## src/rtl/strobe_reg_pkg.sv

```systemverilog
package strobe_reg_pkg;

  // One-hot-ish action strobes from control to datapath
  typedef struct packed {
    logic shiftIn;    // capture dataIn into the input shifter
    logic shiftOut;   // advance the output shifter, filling with zero
    logic latchAddr;  // hold the header address for the rest of the frame
    logic loadOut;    // load the fetched register into the output shifter
    logic wrEn;       // single-cycle register write
    logic clearAll;   // discard frame state
  } ctrlStrobe_t;

  typedef enum logic [2:0] {
    ST_HDR    = 3'd0,
    ST_DECODE = 3'd1,
    ST_WDATA  = 3'd2,
    ST_COMMIT = 3'd3,
    ST_RDATA  = 3'd4
  } linkState_e;

endpackage

```

## src/rtl/strobe_reg_sync.sv

```systemverilog
module strobe_reg_sync #(
  parameter int LINES  = 3,
  parameter int STAGES = 2
) (
  input  logic             clk,
  input  logic             rstN,
  input  logic [LINES-1:0] asyncIn,
  output logic [LINES-1:0] syncOut
);

  for (genvar g = 0; g < LINES; g++) begin : gLine
    logic [STAGES-1:0] chain;
    always_ff @(posedge clk or negedge rstN) begin
      if (!rstN) chain <= '0;
      else       chain <= {chain[STAGES-2:0], asyncIn[g]};
    end
    assign syncOut[g] = chain[STAGES-1];
  end

endmodule

```

## src/rtl/strobe_reg_ctrl.sv

```systemverilog
module strobe_reg_ctrl
  import strobe_reg_pkg::*;
#(
  parameter int HDR_BITS = 8,
  parameter int DATA_W   = 16
) (
  input  logic        clk,
  input  logic        rstN,
  input  logic        clearLvl,
  input  logic        stbRise,
  input  logic        hdrIsRead,
  output ctrlStrobe_t stb
);

  localparam int MAX_BITS = (HDR_BITS > DATA_W) ? HDR_BITS : DATA_W;
  localparam int CNT_W    = $clog2(MAX_BITS);
  localparam logic [CNT_W-1:0] HDR_LAST  = CNT_W'(HDR_BITS - 1);
  localparam logic [CNT_W-1:0] DATA_LAST = CNT_W'(DATA_W - 1);

  linkState_e       state, nState;
  logic [CNT_W-1:0] cnt, nCnt;

  always_comb begin
    stb    = '0;
    nState = state;
    nCnt   = cnt;
    if (clearLvl) begin
      stb.clearAll = 1'b1;
      nState       = ST_HDR;
      nCnt         = '0;
    end else begin
      unique case (state)
        ST_HDR: begin
          if (stbRise) begin
            stb.shiftIn  = 1'b1;
            stb.shiftOut = 1'b1;
            if (cnt == HDR_LAST) begin
              nCnt   = '0;
              nState = ST_DECODE;
            end else begin
              nCnt = cnt + 1'b1;
            end
          end
        end
        ST_DECODE: begin
          stb.latchAddr = 1'b1;
          stb.loadOut   = hdrIsRead;
          nState        = hdrIsRead ? ST_RDATA : ST_WDATA;
        end
        ST_WDATA: begin
          if (stbRise) begin
            stb.shiftIn  = 1'b1;
            stb.shiftOut = 1'b1;
            if (cnt == DATA_LAST) begin
              nCnt   = '0;
              nState = ST_COMMIT;
            end else begin
              nCnt = cnt + 1'b1;
            end
          end
        end
        ST_COMMIT: begin
          stb.wrEn = 1'b1;
          nState   = ST_HDR;
        end
        ST_RDATA: begin
          if (stbRise) begin
            // first data edge keeps the MSB on the line
            stb.shiftOut = (cnt != '0);
            if (cnt == DATA_LAST) begin
              nCnt   = '0;
              nState = ST_HDR;
            end else begin
              nCnt = cnt + 1'b1;
            end
          end
        end
        default: begin
          nState = ST_HDR;
          nCnt   = '0;
        end
      endcase
    end
  end

  always_ff @(posedge clk or negedge rstN) begin
    if (!rstN) begin
      state <= ST_HDR;
      cnt   <= '0;
    end else begin
      state <= nState;
      cnt   <= nCnt;
    end
  end

endmodule

```

## src/rtl/strobe_reg_dpath.sv

```systemverilog
module strobe_reg_dpath
  import strobe_reg_pkg::*;
#(
  parameter int ADDR_W = 7,
  parameter int DATA_W = 16
) (
  input  logic              clk,
  input  logic              rstN,
  input  ctrlStrobe_t       stb,
  input  logic              dataBit,
  input  logic [DATA_W-1:0] rdData,
  output logic              hdrIsRead,
  output logic [ADDR_W-1:0] busAddr,
  output logic [DATA_W-1:0] wrData,
  output logic              dataOut
);

  logic [DATA_W-1:0] inSh;
  logic [DATA_W-1:0] outSh;
  logic [ADDR_W-1:0] addrReg;

  always_ff @(posedge clk or negedge rstN) begin
    if (!rstN)             inSh <= '0;
    else if (stb.clearAll) inSh <= '0;
    else if (stb.shiftIn)  inSh <= {inSh[DATA_W-2:0], dataBit};
  end

  always_ff @(posedge clk or negedge rstN) begin
    if (!rstN)              addrReg <= '0;
    else if (stb.clearAll)  addrReg <= '0;
    else if (stb.latchAddr) addrReg <= inSh[ADDR_W-1:0];
  end

  always_ff @(posedge clk or negedge rstN) begin
    if (!rstN)             outSh <= '0;
    else if (stb.clearAll) outSh <= '0;
    else if (stb.loadOut)  outSh <= rdData;
    else if (stb.shiftOut) outSh <= {outSh[DATA_W-2:0], 1'b0};
  end

  assign hdrIsRead = inSh[ADDR_W];
  assign busAddr   = stb.latchAddr ? inSh[ADDR_W-1:0] : addrReg;
  assign wrData    = inSh;
  assign dataOut   = outSh[DATA_W-1];

endmodule

```

## src/rtl/strobe_reg_file.sv

```systemverilog
module strobe_reg_file #(
  parameter int ADDR_W  = 7,
  parameter int DATA_W  = 16,
  parameter int NUM_RW  = 4,
  parameter int RW_BASE = 2,
  parameter logic [7:0]        MFG_ID   = 8'h5A,
  parameter logic [DATA_W-9:0] BOARD_ID = 'h02,
  parameter logic [3:0] FW_BUILD = 4'h3,
  parameter logic [3:0] FW_MAJOR = 4'h1,
  parameter logic [3:0] FW_MINOR = 4'h4,
  parameter logic [3:0] FW_PATCH = 4'h2
) (
  input  logic              clk,
  input  logic              rstN,
  input  logic [ADDR_W-1:0] busAddr,
  input  logic              wrEn,
  input  logic [DATA_W-1:0] wrData,
  output logic [DATA_W-1:0] rdData
);

  localparam logic [DATA_W-1:0] PLAT_WORD = {BOARD_ID, MFG_ID};
  localparam logic [DATA_W-1:0] FW_WORD   =
    DATA_W'({FW_BUILD, FW_MAJOR, FW_MINOR, FW_PATCH});
  localparam logic [ADDR_W-1:0] PLAT_ADDR = '0;
  localparam logic [ADDR_W-1:0] FW_ADDR   = ADDR_W'(1);

  logic [DATA_W-1:0] rwRegs [NUM_RW];

  always_ff @(posedge clk or negedge rstN) begin
    if (!rstN) begin
      for (int i = 0; i < NUM_RW; i++) rwRegs[i] <= '0;
    end else if (wrEn) begin
      for (int i = 0; i < NUM_RW; i++) begin
        if (busAddr == ADDR_W'(RW_BASE + i)) rwRegs[i] <= wrData;
      end
    end
  end

  always_comb begin
    rdData = '0;
    if (busAddr == PLAT_ADDR)    rdData = PLAT_WORD;
    else if (busAddr == FW_ADDR) rdData = FW_WORD;
    for (int i = 0; i < NUM_RW; i++) begin
      if (busAddr == ADDR_W'(RW_BASE + i)) rdData = rwRegs[i];
    end
  end

endmodule

```

## src/rtl/strobe_reg_slave.sv

```systemverilog
module strobe_reg_slave
  import strobe_reg_pkg::*;
#(
  parameter int ADDR_W     = 7,
  parameter int DATA_W     = 16,
  parameter int NUM_RW     = 4,
  parameter int SYNC_DEPTH = 2
) (
  input  logic clk,
  input  logic rstN,
  input  logic clearIn,
  input  logic strobeIn,
  input  logic dataIn,
  output logic dataOut
);

  localparam int HDR_BITS = ADDR_W + 1;

  logic [2:0]        syncLines;
  logic              sClr, sStb, sDat;
  logic              stbPrev, stbRise;
  logic              hdrIsRead;
  logic [ADDR_W-1:0] busAddr;
  logic [DATA_W-1:0] wrData, rdData;
  ctrlStrobe_t       ctrlStb;
  logic              wrPulse, loadPulse;

  strobe_reg_sync #(.LINES(3), .STAGES(SYNC_DEPTH)) sync_i (
    .clk(clk), .rstN(rstN),
    .asyncIn({clearIn, strobeIn, dataIn}),
    .syncOut(syncLines)
  );
  assign {sClr, sStb, sDat} = syncLines;

  always_ff @(posedge clk or negedge rstN) begin
    if (!rstN) stbPrev <= 1'b0;
    else       stbPrev <= sStb;
  end
  assign stbRise = sStb & ~stbPrev;

  strobe_reg_ctrl #(.HDR_BITS(HDR_BITS), .DATA_W(DATA_W)) ctrl_i (
    .clk(clk), .rstN(rstN), .clearLvl(sClr), .stbRise(stbRise),
    .hdrIsRead(hdrIsRead), .stb(ctrlStb)
  );

  strobe_reg_dpath #(.ADDR_W(ADDR_W), .DATA_W(DATA_W)) dpath_i (
    .clk(clk), .rstN(rstN), .stb(ctrlStb), .dataBit(sDat), .rdData(rdData),
    .hdrIsRead(hdrIsRead), .busAddr(busAddr), .wrData(wrData), .dataOut(dataOut)
  );

  strobe_reg_file #(.ADDR_W(ADDR_W), .DATA_W(DATA_W), .NUM_RW(NUM_RW)) regs_i (
    .clk(clk), .rstN(rstN), .busAddr(busAddr), .wrEn(ctrlStb.wrEn),
    .wrData(wrData), .rdData(rdData)
  );

  assign wrPulse   = ctrlStb.wrEn;
  assign loadPulse = ctrlStb.loadOut;

endmodule

```

## config.mk

```make
export PLATFORM = sky130hd
export DESIGN_NAME = strobe_reg_slave
export DESIGN_NICKNAME = d
export VERILOG_FILES = /design/src/rtl/strobe_reg_pkg.sv /design/src/rtl/strobe_reg_sync.sv /design/src/rtl/strobe_reg_ctrl.sv /design/src/rtl/strobe_reg_dpath.sv /design/src/rtl/strobe_reg_file.sv /design/src/rtl/strobe_reg_slave.sv
export SDC_FILE = /design/constraint.sdc
export NUM_CORES = 1
export LEC_CHECK = 0
export CORE_MARGIN = 10
export CORE_UTILIZATION = 52
export DETAILED_ROUTE_END_ITERATION = 8
export DONT_BUFFER_PORTS = 1
export PLACE_DENSITY = 0.67
export SYNTH_ARGS = -nofsm -noshare
export SYNTH_HDL_FRONTEND = slang
export SYNTH_SLANG_ARGS = --single-unit
export TNS_END_PERCENT = 5
```

## constraint.sdc

```tcl
create_clock -name clk -period 2.55 [get_ports clk]
set_input_delay 0.255 -clock clk [delete_from_list [all_inputs] [get_ports clk]]
set_output_delay 0.255 -clock clk [all_outputs]
set_load 0.01 [all_outputs]
```

-- Yosys cells after proc, flatten, opt, wreduce, memory -nomap -nowiden
Index checks and enable logic that the tools add are counted.
- output and inout port bits: 1
- bits of input ports: 5
- register bits: 117
- logic and storage cells: 85
- eq/ne operators: 19
- muxes and demuxes: 36
- reductions and logical operators: 14
- bitwise gates (word level): 2
- $add $sub $neg: 1
- operator list (operator ; count):
    $mux 16 ; 10
    $mux 3 ; 8
    $mux 4 ; 5
    $ne 3x2->1 const B ; 6
    $eq 7x2->1 const B ; 2
    $eq 7x3->1 const B ; 2
    $mux 14 ; 1
    $mux 7 ; 2
    $pmux 3 s4 ; 1
    $pmux 4 s3 ; 1
    $reduce_and 2->1 ; 4
    $eq 7x1->1 const B ; 1
    $logic_not 7->1 ; 1
    $eq 3x2->1 const B ; 2
    $reduce_and 6->1 ; 1
    $reduce_or 2->1 ; 3
    $mux 5 ; 1
    $add 4x1->4 const B ; 1
    $eq 4x3->1 const B ; 1
    $eq 4x4->1 const B ; 1
    $mux 1 ; 4
    $mux 2 ; 2
    $reduce_bool 4->1 ; 1
    $eq 3x1->1 const B ; 1
    other kinds (10) ; 10

-- Depth between registers and ports, before layout
- depth in word-level cells: 15
- mapped depth: 9
- mapped depth without buffers: 7

-- Cells and area by module
A second synthesis with hierarchy kept.
- cells, all modules: 458
- area total of the unflattened synthesis: 5641.7 µm²
- modules (own cells, without submodules) (module ; cells each ; instances ; area each (µm²) ; sequential area each (µm²)):
    strobe_reg_file ; 250 ; 1 ; 3135.5 ; 1601.5
    strobe_reg_dpath ; 146 ; 1 ; 1798.0 ; 975.9
    strobe_reg_ctrl ; 51 ; 1 ; 496.7 ; 175.2
    strobe_reg_sync ; 9 ; 1 ; 172.7 ; 150.1
    strobe_reg_slave ; 2 ; 1 ; 38.8 ; 25.0

-- Least setup slack after synthesis
Ideal clock, no wire load.
- path kind: register to register
- start: register dpath_i.inSh[4], in the netlist dpath_i.wrData[4]
- end: register regs_i.rwRegs[37] (netlist bit)
- library setup time: 125 ps
- period minus slack after synthesis: 2243 ps
- setup slack: 307 ps
- buffers on the path: 1
- stages on the path, launching flop included: 7
- required time: 2425 ps
- data arrival time: 2118 ps
- cell sequence: dfrtp_1 or4_4 nor2_1 nand4_1 a21boi_2 buf_2 mux2_2
- longest elaborated chain between the ends: 3
- ends and longest elaborated chain (element ; line ; RTL):
    start, declared ; strobe_reg_dpath.sv:18 ; logic [DATA_W-1:0] inSh;
    start signal, assigned ; strobe_reg_dpath.sv:25 ; else if (stb.shiftIn) inSh <= {inSh[DATA_W-2:0], dataBit};
    $mux 7 ; - ;
    $eq 7x2->1 ; strobe_reg_file.sv:34 ; if (busAddr == ADDR_W'(RW_BASE + i)) rwRegs[i] <= wrData;
    $reduce_and 2->1 (no source line) ; - ;
    end signal, assigned by index ; strobe_reg_file.sv:34 ;
    end, declared ; strobe_reg_file.sv:27 ; logic [DATA_W-1:0] rwRegs [NUM_RW];
Every way passes these cells.
A chain may end at the register's enable or synchronous reset.

-- Worst setup path after layout
- start: register sync_i.gLine[2].chain[1]
- end: register regs_i.rwRegs[12] (netlist bit)
- longest elaborated chain between the ends: 4
- ends and longest elaborated chain (element ; line ; RTL):
    start, declared ; strobe_reg_sync.sv:12 ; logic [STAGES-1:0] chain;
    start signal, assigned ; strobe_reg_sync.sv:15 ; else chain <= {chain[STAGES-2:0], asyncIn[g]};
    $mux 5 * ; strobe_reg_ctrl.sv:27 ; if (clearLvl) begin
    $mux 7 ; - ;
    $eq 7x3->1 ; strobe_reg_file.sv:34 ;
    $reduce_and 2->1 (no source line) * ; - ;
Mark *: on every way between the ends. The rest lies on a longest branch, timed or not.

==> results.json <==
{
  "status": "finished with violations",
  "violations": "hold timing",
  "cts.sink_count": 117,
  "num_vias": 3702,
  "synthArstFlopShare_pct": 100,
  "regToRegSetupSlack_ps": 120,
  "fillCellCount": 842,
  "area_growth_syn_to_layout_pct": 16.4,
  "cts_tree": "done",
  "maxCapViolCount": 0,
  "die_h_um": 124,
  "layout_common_cells": "dfrtp_1, nand2_1, mux2_2",
  "syn_avg_cell_area_um2": 11.8,
  "post_drt_wl_per_cell_um": 18.7,
  "startpoint_type": "register",
  "max_slew_margin_pct": 49.4,
  "synthCells": 474,
  "clockBufferDepth": 2,
  "yosysWarnings": 0,
  "maxClockFrequency_ghz": 0.412,
  "placed_area_um2": 5830,
  "syn-num-nets": 481,
  "first_pass_iters": 4,
  "path_clk_slew_ps": 60,
  "dp_cells": 605,
  "grt_pass1_wl_um": 20600,
  "finalSetupTns_ps": 0,
  "cts-hold-fix-buffers": 3,
  "dieArea_um2": 15300,
  "final_core_utilization_pct": 62.4,
  "arrival_ps": 2850,
  "vdd_drop_max_mv": 0.617,
  "start_util_pct": 53.6,
  "worstPathMaxFanout": 16,
  "core-area_um2": 10400,
  "place_hpwl_um": 7630,
  "p_total_mw": 4.41,
  "die_x_um": 124,
  "skew_ps": 12.1,
  "whs_ps": -595,
  "yosysSeqAreaShare_pct": 52.4,
  "worstReg2RegStart": "sync_i.gLine[2].chain[1]$_DFF_PN0_",
  "setup_ws_ps": 121,
  "grt_max_degree": 118,
  "drive_gt1_share_pct": 31.6,
  "antenna_left": 0,
  "drv_slew": 0,
  "pre_cts_ws_ps": -15.7,
  "antenna_found_initial": 0,
  "place_congestion": 0.841,
  "finalSetupViolations": 0,
  "drt_iter0_drc": 319,
  "critPathRequiredTime_ps": 2970,
  "worstMarginPinSlew_ps": 759,
  "root_buffer": "clkbuf_8",
  "rr_worst_depth": 5,
  "grt_overflow": 0,
  "port_buffers": 0,
  "grt_pass1_vias": 3920,
  "synth-seq-cells": 117,
  "finalCriticalPeriod_ps": 2430,
  "endpoint_kind": "register",
  "ys.flop_type": "dfrtp_1",
  "hp-class": "in2async",
  "timing_hold_violations_final": 117,
  "drc": 0,
  "io_pins": 6,
  "final_common_cell": "dfrtp_1",
  "cts_made_buffers": 17,
  "crit_start": "sync_i.gLine[2].chain[1]$_DFF_PN0_",
  "antenna_cells": 0,
  "syn-cell-area_um2": 5590,
  "r2r-end": "regs_i.rwRegs[12]$_DFFE_PN0P_",
  "fin_crit_sh_pct": 95.3,
  "viasPerCell": 5.76,
  "stdcell_area_um2": 6500,
  "fp-row-count": 37,
  "p_leak_nw": 3.07,
  "p_per_area_nw_per_um2": 679,
  "wirelength_um": 12000,
  "clock_latency_ps": 540,
  "synth-edff-count": 0,
  "finalNonFillerCells": 643,
  "grt_usage_pct": 17.6,
  "htreeDepth": 4,
  "nets": 501,
  "ys_types": 53,
  "rsz0062_at_grt": "false",
  "critPathKind": "reg2reg"
}
cells in the mapped netlist (5+ instances only):
cell	count	area [um2]
nand2_1	60	225
o21ai_0	11	55.1
nor4_2	7	87.6
buf_6	5	56.3
mux2_1	13	146
mux2i_1	8	80.1
a2111oi_2	8	120
mux2_4	20	300
a21oi_1	35	175
clkbuf_1	19	71.3
o221a_2	5	56.3
nor3_1	21	105
a21o_1	10	75.1
mux2_2	40	450
dfrtp_1	117	2930
nand2b_1	5	31.3
a22oi_1	8	60.1
nor2_1	28	105
buf_2	6	30.0
what timing repair did:
action                                  in CTS  in global routing
resized for setup                            0                  3
setup buffers                                3                  0
hold endpoints to repair                   120                117
pin swaps                                    0                  1
endpoints found under the setup margin       1                 37
routing by layer:
layer / wire, um / part of all wire (%) / GRT usage [%]
met1: 5630 / 47 / 23.3
met2: 5680 / 47 / 26.7
met3: 597 / 5.0 / 3.98
met4: 121 / 1.0 / 8.88
met5: 0 / 0 / 0
worst max-delay path by stage:
stage / depth (start not counted) / slack, ps / endpoint
5_1_grt: 5 / 10 / regs_i.rwRegs[10]$_DFFE_PN0P_
6_report: 5 / 120 / regs_i.rwRegs[12]$_DFFE_PN0P_
3_5_place_dp: 6 / -20 / dpath_i.outSh[10]$_DFFE_PN0P_
3_3_place_gp: 6 / 30 / dpath_i.outSh[7]$_DFFE_PN0P_
2_1_floorplan: 6 / 310 / regs_i.rwRegs[37]$_DFFE_PN0P_
4_1_cts: 5 / 50 / regs_i.rwRegs[7]$_DFFE_PN0P_
area by class of cell:
| class | instances | area, um2 | area share, % |
|---|---|---|---|
| flip-flops and latches | 117 | 2930 | 45.1 |
| well taps | 136 | 170 | 2.62 |
| repair buffers | 35 | 295 | 4.54 |
| multi-input cells | 321 | 2500 | 38.5 |
| clock inverters | 15 | 181 | 2.79 |
| inverters | 2 | 7.51 | 0.115 |
| clock buffers | 17 | 414 | 6.37 |
worst max-delay path: stages (launching register included):
cell     delay (ps)
dfrtp_2         400
or4b_4          570
buf_4           210
mux2_2          380
nand3_4         330
mux2_4          400
kinds of logic (layout without fill, tap and decap cells):
| kind of cell | count (synthesis) | count (layout) | share of synthesized area [%] |
|---|---|---|---|
| compound gates | 89 | 89 | 11.5 |
| xor+xnor | 2 | 2 | 0.314 |
| fa+ha+maj | 2 | 2 | 0.448 |
| buf+inv | 36 | 69 | 3.36 |
| flops | 117 | 117 | 52.4 |
| mux | 83 | 83 | 18.3 |
| simple gates | 145 | 145 | 13.7 |
power breakdown:
| group | internal [mW] | switching, mW | leakage [nW] |
|---|---|---|---|
| clock network | 1.49 | 0.897 | 0.276 |
| logic | 0.0502 | 0.0709 | 1.19 |
| registers | 1.89 | 0.0217 | 1.61 |
| total | 3.42 | 0.989 | 3.07 |
state kept, by name, summed over array words and instances, names as in the netlist:
register / flops
stbPrev: 1
dpath_i.outSh: 16
sync_i.gLine.chain: 6
ctrl_i.state: 3
regs_i.rwRegs: 64
dpath_i.addrReg: 7
ctrl_i.cnt: 4
dpath_i.wrData: 16
No activity file was read; power rests on OpenSTA's default activity.
